## config.mk

```make
export PLATFORM = sky130hd
export DESIGN_NAME = bridge_fault_detector
export DESIGN_NICKNAME = d
export VERILOG_FILES = /design/src/rtl/bfd_pkg.sv /design/src/rtl/bfd_sync.sv /design/src/rtl/bfd_hs_filter.sv /design/src/rtl/bfd_ls_blank.sv /design/src/rtl/bfd_classifier.sv /design/src/rtl/bridge_fault_detector.sv
export SDC_FILE = /design/constraint.sdc
export NUM_CORES = 1
export LEC_CHECK = 0
export BUFFER_PORTS_ARGS = -buffer_cell sky130_fd_sc_hd__buf_2
export CAP_MARGIN = 20
export CELL_PAD_IN_SITES_DETAIL_PLACEMENT = 1
export CELL_PAD_IN_SITES_GLOBAL_PLACEMENT = 2
export CORE_MARGIN = 3
export CORE_UTILIZATION = 42
export DETAILED_ROUTE_END_ITERATION = 7
export GPL_TIMING_DRIVEN = 0
export PLACE_DENSITY = 0.85
export SYNTH_ARGS = -nofsm -noshare
export SYNTH_HDL_FRONTEND = slang
export SYNTH_SLANG_ARGS = --single-unit
export TNS_END_PERCENT = 50
```

## constraint.sdc

```tcl
create_clock -name clk_i -period 4.2 [get_ports clk_i]
set_input_delay 0.42 -clock clk_i [delete_from_list [all_inputs] [get_ports clk_i]]
set_output_delay 0.42 -clock clk_i [all_outputs]
set_load 0.05 [all_outputs]
```

## src/rtl/bfd_pkg.sv

```systemverilog
package bfd_pkg;
  // Number of bridge outputs watched by the detector
  localparam int unsigned BFD_NOUT = 2;

  typedef enum logic {
    CLS_IDLE,
    CLS_OPEN
  } cls_state_t;

  // Width of the synchronized comparator bus: limit, short, over-temperature
  localparam int unsigned BFD_SYNC_W = 2 * BFD_NOUT + 1;
endpackage

```

## src/rtl/bfd_sync.sv

```systemverilog
module bfd_sync #(
  parameter int unsigned WIDTH = 1
) (
  input  logic             clk_i,
  input  logic             rst_ni,
  input  logic [WIDTH-1:0] async_i,
  output logic [WIDTH-1:0] sync_o
);
  logic [WIDTH-1:0] stage_q;

  always_ff @(posedge clk_i or negedge rst_ni) begin
    if (!rst_ni) begin
      stage_q <= '0;
      sync_o  <= '0;
    end else begin
      stage_q <= async_i;
      sync_o  <= stage_q;
    end
  end
endmodule

```

## src/rtl/bfd_hs_filter.sv

```systemverilog
// Short-to-ground qualifier for one output: consecutive-cycle filter.
module bfd_hs_filter #(
  parameter int unsigned FILT_CYC = 200
) (
  input  logic clk_i,
  input  logic rst_ni,
  input  logic hs_on_i,
  input  logic sc_i,
  output logic det_o
);
  localparam int unsigned CW = $clog2(FILT_CYC + 1);
  localparam logic [CW-1:0] FULL = CW'(FILT_CYC);
  localparam logic [CW-1:0] LAST = CW'(FILT_CYC - 1);

  logic          cond;
  logic [CW-1:0] cnt_q;

  assign cond = hs_on_i & sc_i;

  always_ff @(posedge clk_i or negedge rst_ni) begin
    if (!rst_ni) begin
      cnt_q <= '0;
      det_o <= 1'b0;
    end else begin
      det_o <= cond && (cnt_q == LAST);
      if (!cond) begin
        cnt_q <= '0;
      end else if (cnt_q != FULL) begin
        cnt_q <= cnt_q + 1'b1;
      end
    end
  end
endmodule

```

## src/rtl/bfd_ls_blank.sv

```systemverilog
// Low-side blanking window and short-to-supply qualifier for one output.
module bfd_ls_blank #(
  parameter int unsigned BLANK_CYC = 100
) (
  input  logic clk_i,
  input  logic rst_ni,
  input  logic ls_on_i,
  input  logic lim_i,
  input  logic sc_i,
  output logic lim_en_o,
  output logic det_o
);
  localparam int unsigned CW = $clog2(BLANK_CYC + 1);
  localparam logic [CW-1:0] LOAD = CW'(BLANK_CYC);

  logic          lim_prev_q;
  logic [CW-1:0] win_q;
  logic          active;
  logic          crossing;
  logic          hit;

  assign active   = (win_q != '0);
  assign crossing = ls_on_i & lim_i & ~lim_prev_q;
  assign hit      = active & ls_on_i & sc_i;
  assign lim_en_o = ~active;

  always_ff @(posedge clk_i or negedge rst_ni) begin
    if (!rst_ni) begin
      lim_prev_q <= 1'b0;
      win_q      <= '0;
      det_o      <= 1'b0;
    end else begin
      lim_prev_q <= lim_i;
      det_o      <= hit;
      if (hit) begin
        win_q <= '0;
      end else if (crossing) begin
        win_q <= LOAD;
      end else if (active) begin
        win_q <= win_q - 1'b1;
      end
    end
  end
endmodule

```

## src/rtl/bfd_classifier.sv

```systemverilog
// Gathers detections over a coincidence window and issues one report.
module bfd_classifier
  import bfd_pkg::*;
#(
  parameter int unsigned COIN_CYC = 200
) (
  input  logic                clk_i,
  input  logic                rst_ni,
  input  logic [BFD_NOUT-1:0] hs_det_i,
  input  logic [BFD_NOUT-1:0] ls_det_i,
  output logic [BFD_NOUT-1:0] scg_ev_o,
  output logic [BFD_NOUT-1:0] scb_ev_o,
  output logic                scol_ev_o
);
  localparam int unsigned CW = $clog2(COIN_CYC + 1);
  localparam logic [CW-1:0] LOAD = CW'(COIN_CYC - 1);

  cls_state_t          state_q;
  logic [CW-1:0]       cnt_q;
  logic [BFD_NOUT-1:0] hs_pend_q, ls_pend_q;
  logic [BFD_NOUT-1:0] hs_next, ls_next;

  always_comb begin
    hs_next = hs_pend_q | hs_det_i;
    ls_next = ls_pend_q | ls_det_i;
  end

  always_ff @(posedge clk_i or negedge rst_ni) begin
    if (!rst_ni) begin
      state_q   <= CLS_IDLE;
      cnt_q     <= '0;
      hs_pend_q <= '0;
      ls_pend_q <= '0;
      scg_ev_o  <= '0;
      scb_ev_o  <= '0;
      scol_ev_o <= 1'b0;
    end else begin
      scg_ev_o  <= '0;
      scb_ev_o  <= '0;
      scol_ev_o <= 1'b0;
      unique case (state_q)
        CLS_IDLE: begin
          if ((|hs_det_i) || (|ls_det_i)) begin
            state_q   <= CLS_OPEN;
            cnt_q     <= LOAD;
            hs_pend_q <= hs_det_i;
            ls_pend_q <= ls_det_i;
          end
        end
        CLS_OPEN: begin
          if (cnt_q == '0) begin
            state_q   <= CLS_IDLE;
            hs_pend_q <= '0;
            ls_pend_q <= '0;
            if ((|hs_next) && (|ls_next)) begin
              scol_ev_o <= 1'b1;
            end else begin
              scg_ev_o <= hs_next;
              scb_ev_o <= ls_next;
            end
          end else begin
            cnt_q     <= cnt_q - 1'b1;
            hs_pend_q <= hs_next;
            ls_pend_q <= ls_next;
          end
        end
        default: state_q <= CLS_IDLE;
      endcase
    end
  end
endmodule

```

## src/rtl/bridge_fault_detector.sv

```systemverilog
module bridge_fault_detector
  import bfd_pkg::*;
#(
  parameter int unsigned FILT_CYC  = 200,
  parameter int unsigned BLANK_CYC = 100,
  parameter int unsigned COIN_CYC  = 200
) (
  input  logic       clk_i,
  input  logic       rst_ni,
  input  logic [1:0] hs_on_i,
  input  logic [1:0] ls_on_i,
  input  logic [1:0] cur_lim_i,
  input  logic [1:0] cur_sc_i,
  input  logic       ot_i,
  input  logic       clr_i,
  output logic       shutdown_o,
  output logic [1:0] lim_en_o,
  output logic [1:0] scg_ev_o,
  output logic [1:0] scb_ev_o,
  output logic       scol_ev_o,
  output logic       ot_ev_o
);
  logic [BFD_SYNC_W-1:0] sync_bus;
  logic [BFD_NOUT-1:0]   lim_s, sc_s;
  logic                  ot_s, ot_prev_q, ot_rise;
  logic [BFD_NOUT-1:0]   hs_det, ls_det;
  logic                  sd_set;

  bfd_sync #(.WIDTH(BFD_SYNC_W)) i_sync (
    .clk_i   (clk_i),
    .rst_ni  (rst_ni),
    .async_i ({ot_i, cur_sc_i, cur_lim_i}),
    .sync_o  (sync_bus)
  );

  assign lim_s = sync_bus[BFD_NOUT-1:0];
  assign sc_s  = sync_bus[2*BFD_NOUT-1:BFD_NOUT];
  assign ot_s  = sync_bus[2*BFD_NOUT];

  for (genvar g = 0; g < BFD_NOUT; g++) begin : g_out
    bfd_hs_filter #(.FILT_CYC(FILT_CYC)) i_hs (
      .clk_i   (clk_i),
      .rst_ni  (rst_ni),
      .hs_on_i (hs_on_i[g]),
      .sc_i    (sc_s[g]),
      .det_o   (hs_det[g])
    );
    bfd_ls_blank #(.BLANK_CYC(BLANK_CYC)) i_ls (
      .clk_i    (clk_i),
      .rst_ni   (rst_ni),
      .ls_on_i  (ls_on_i[g]),
      .lim_i    (lim_s[g]),
      .sc_i     (sc_s[g]),
      .lim_en_o (lim_en_o[g]),
      .det_o    (ls_det[g])
    );
  end

  bfd_classifier #(.COIN_CYC(COIN_CYC)) i_cls (
    .clk_i     (clk_i),
    .rst_ni    (rst_ni),
    .hs_det_i  (hs_det),
    .ls_det_i  (ls_det),
    .scg_ev_o  (scg_ev_o),
    .scb_ev_o  (scb_ev_o),
    .scol_ev_o (scol_ev_o)
  );

  assign ot_rise = ot_s & ~ot_prev_q;
  assign sd_set  = (|hs_det) | (|ls_det) | ot_rise;

  always_ff @(posedge clk_i or negedge rst_ni) begin
    if (!rst_ni) begin
      ot_prev_q  <= 1'b0;
      ot_ev_o    <= 1'b0;
      shutdown_o <= 1'b0;
    end else begin
      ot_prev_q <= ot_s;
      ot_ev_o   <= ot_rise;
      if (sd_set) begin
        shutdown_o <= 1'b1;
      end else if (clr_i) begin
        shutdown_o <= 1'b0;
      end
    end
  end
endmodule

```

==> results by group <==
Setup path
  – Critical Path End: lim_en_o[1]
  – Worst Path Arrival: approximately 1.9 ns
  – Reg2reg start: i_cls.cnt_q[7]
  – Startpoint types: flop
  – R2R Setup Slk: between 2 and 2.5 ns
  – Reg-to-reg endpoint: i_cls.cnt_q[7]
  – Crit path kind: flop to output pin
  – R2r worst-path depth: 4
  – CP endpoint kind: output pin
  – Worst setup path startpoint: g_out[1].i_ls.win_q[0]
  – Critical path required time: between 3 and 4 ns
  – Crit-path max FO: 6

Power and ir drop
  – Clock power frac: 25.1%
  – P_sw: 0.617 mW
  – Gate power share: between 20% and 30%
  – Sw Share: ~34%
  – P_int: 1.22 mW
  – PD cells: ~560 nW/um2
  – Share of power burned in registers: between 40% and 50%
  – Overall Power: roughly 1.8 mW
  – P_leak: about 1.5 nW
  – Peak supply drop: roughly 0.27 mV

Timing
  – Fin Clk Skew: around 0.0055 ns
  – Setup-failing EPs final: 0
  – Fmax: between 0.4 and 0.5 GHz
  – Fin Setup TNS: 0 ns
  – Slew at the pin closest to its max-slew limit: ~0.82 ns
  – Fin crit share: 56.2%
  – Max_slew headroom: 45.6%
  – Minimum clock period: around 2.4 ns
  – Slew Limit Fails: 0
  – RSZ-0062 raised after global routing: false
  – Hold WS: 0.171 ns
  – Number of failing hold endpoints at the final stage: 0

Global routing
  – Antenna violations before repair: 0
  – Largest net degree at the start of global routing: 68
  – First-pass GRT wire length: approximately 10000 um
  – Gr usage total: around 16%
  – Vias in the first global route: about 2200
  – Overflow after GRT: 0

Placed design
  – # port buffers: 20
  – DP Wirelength: between 3000 and 4000 um
  – Placer Congestion: 0.763

Logic synthesis
  – Synth area leaders: dfrtp_1, nor2_1, ha_1
  – Top-area cell type share of the netlist area: a little under three fifths
  – Post-synth EDFFs: 0
  – Synth Instances: ~270
  – Post-synth top area cell: dfrtp_1
  – Top cells by count, synth: dfrtp_1, nor2_1, nand2_1, a21oi_1, inv_1
  – Synth Flop Type: dfrtp_1
  – Yosys warning count: 0
  – Netlist cell types: 36
  – Seq cells post-synth: 67
  – Post-synth ARST share: 100%
  – Syn nets: about 300
  – Leading cell type by number of instances after synthesis: dfrtp_1
  – Synth Area per Inst: about 11 um2
  – Mapped Area: about 3000 um2
  – Sequential area share after synthesis: 57.4%

Clocking
  – CTS buffer count: 9
  – Clock sink count: 67
  – Post-CTS Setup Bufs: 0
  – Clk root buf: clkbuf_8
  – CTS tree: done
  – CTS clk-pin slew, worst paths: ~0.06 ns
  – Resized Gates After CTS: 0
  – CTS H-tree lvls: 3
  – CTS Hold Bufs: 0
  – Max clock buf depth: 2
  – Worst-skew pair later-pin latency: about 0.34 ns

Flow run
  – Max-Cap Viols: 0

Layout
  – Register Area: between 1500 and 2000 um2
  – Area of the multi-input gates: approximately 1200 um2
  – N_diodes: 0
  – P&R area growth vs syn: 12.5%
  – Nets@finish: 324
  – Fillers: around 730
  – Share of layout cells above drive strength 1: approximately 15%

Routing
  – Vias: 2042
  – Final ANT Viol Nets: 0
  – First DRT Iteration DRCs: 64
  – DR pass1 iterations: 4
  – DRT Wirelength: roughly 5300 um
  – Vias/cell: between 5 and 6
  – Routed len/inst: about 14 um
  – # DRC: 0

Floorplan
  – Chip Height: slightly below 90 um
  – Die X-Extent: between 80 and 90 um
  – Die area: 7990 um2
  – Cell Rows: 29
  – Initial Util: 44.7%
  – Core Area: roughly 6500 um2
  – Io pins: 21

Hold path
  – HP Class: primary input to asynchronous set/reset pin

Run status
  – Status: finished clean
-- layer usage --
layer	part of all wire, %	global-route usage, %	vias to the layer above
met4	1.8	7.98	0
met3	2.7	3.69	9
met5	0	0	-
met1	50	22.1	1003
met2	46	24.8	25
li1	-	-	1005
-- worst min path at each step --
stage | startpoint | endpoint | slack [ns] | cells past startpoint
final | rst_ni | g_out[0].i_ls.win_q[4] | 0.17 | 1
after global routing | cur_lim_i[0] | i_sync.stage_q[0] | 0.17 | 1
after CTS | cur_lim_i[0] | i_sync.stage_q[0] | 0.17 | 1
after detailed placement | i_sync.stage_q[1] | i_sync.sync_o[1] | 0.34 | 0
after global placement | i_sync.stage_q[2] | i_sync.sync_o[2] | 0.33 | 0
after floorplan | rst_ni | g_out[0].i_hs.cnt_q[0] | 0.12 | 0
-- flip-flops by register name, indices dropped and copies added, names as in the netlist --
register and flops:
i_cls.state_q 1, g_out.i_ls.lim_prev_q 2, i_cls.scb_ev_o 2, shutdown_o 1, i_cls.hs_pend_q 2, ot_ev_o 1
g_out.i_hs.cnt_q 16, g_out.i_ls.win_q 14, ot_prev_q 1, i_cls.ls_pend_q 2, i_cls.cnt_q 8, i_cls.scg_ev_o 2
g_out.i_hs.det_o 2, g_out.i_ls.det_o 2, i_sync.sync_o 5, i_sync.stage_q 5, i_cls.scol_ev_o 1
-- final cells by class --
class | instances | share of cell area [%]
Buffer | 3 | 0.685
Clock buffer | 11 | 4.61
Clock inverter | 3 | 0.457
Inverter | 16 | 1.83
Multi-Input combinational cell | 186 | 35.3
Sequential cell | 67 | 51.0
Tap cell | 77 | 2.93
Timing Repair Buffer | 20 | 3.12
-- cell families (layout without fill, tap and decap cells) --
| kind of cell | Yosys count | after routing | share of synthesized area (%) |
|---|---|---|---|
| compound gates | 38 | 38 | 8.44 |
| xor+xnor | 15 | 15 | 4.50 |
| fa+ha+maj | 9 | 9 | 3.86 |
| buf+inv | 19 | 53 | 2.83 |
| flops | 67 | 67 | 57.4 |
| mux | 5 | 5 | 1.71 |
| simple gates | 119 | 119 | 21.3 |
-- through the flow --
step	utilization [%]	cell area, um2	instances	setup WS, ns
6_report	50.3	3290	383	1.84
5_1_grt	50.3	3290	383	1.66
4_1_cts	50.3	3290	383	1.81
3_5_place_dp	47.8	3120	369	2.19
3_3_place_gp	47.7	3120	369	2.18
2_1_floorplan	-	2920	272	2.49
-- power groups by stage --
stage	Combinational, mW	Clock [mW]	Sequential [mW]
2_1_floorplan	0.392	0	0.874
3_3_place_gp	0.482	0	0.892
6_report	0.494	0.462	0.885
3_5_place_dp	0.498	0	0.899
5_1_grt	0.573	0.518	0.912
4_1_cts	0.503	0.481	0.887
-- cell usage in the layout, fill, tap and decap left out, types with 2 or more instances in the layout --
cell type,Yosys,final
a211oi_1,5,5
a21oi_1,17,17
a31oi_1,3,3
and3_1,6,6
buf_2,0,19
buf_4,3,4
clkbuf_8,0,11
clkinv_2,0,3
dfrtp_1,67,67
ha_1,9,9
inv_1,15,15
mux2i_1,5,5
nand2_1,24,24
nand2b_1,3,3
nand3_1,10,10
nand3b_1,2,2
nand4bb_1,3,3
nor2_1,36,36
nor2b_1,3,3
nor3_1,10,10
nor4_1,4,4
nor4b_1,2,2
o211ai_1,4,4
o21ai_0,3,3
o41ai_1,2,2
or3_1,7,7
or3b_2,3,3
or4_4,2,2
xnor2_1,5,5
xor2_1,10,10
-- critical path, cell delays in order (launching register included) --
cell,delay (ns)
dfrtp_1,0.42
inv_1,0.10
ha_1,0.16
nor2b_1,0.26
nand2_1,0.22
inv_1,0.11
buf_4,0.10
buf_2,0.24
Power figures use the tool's default switching activity.
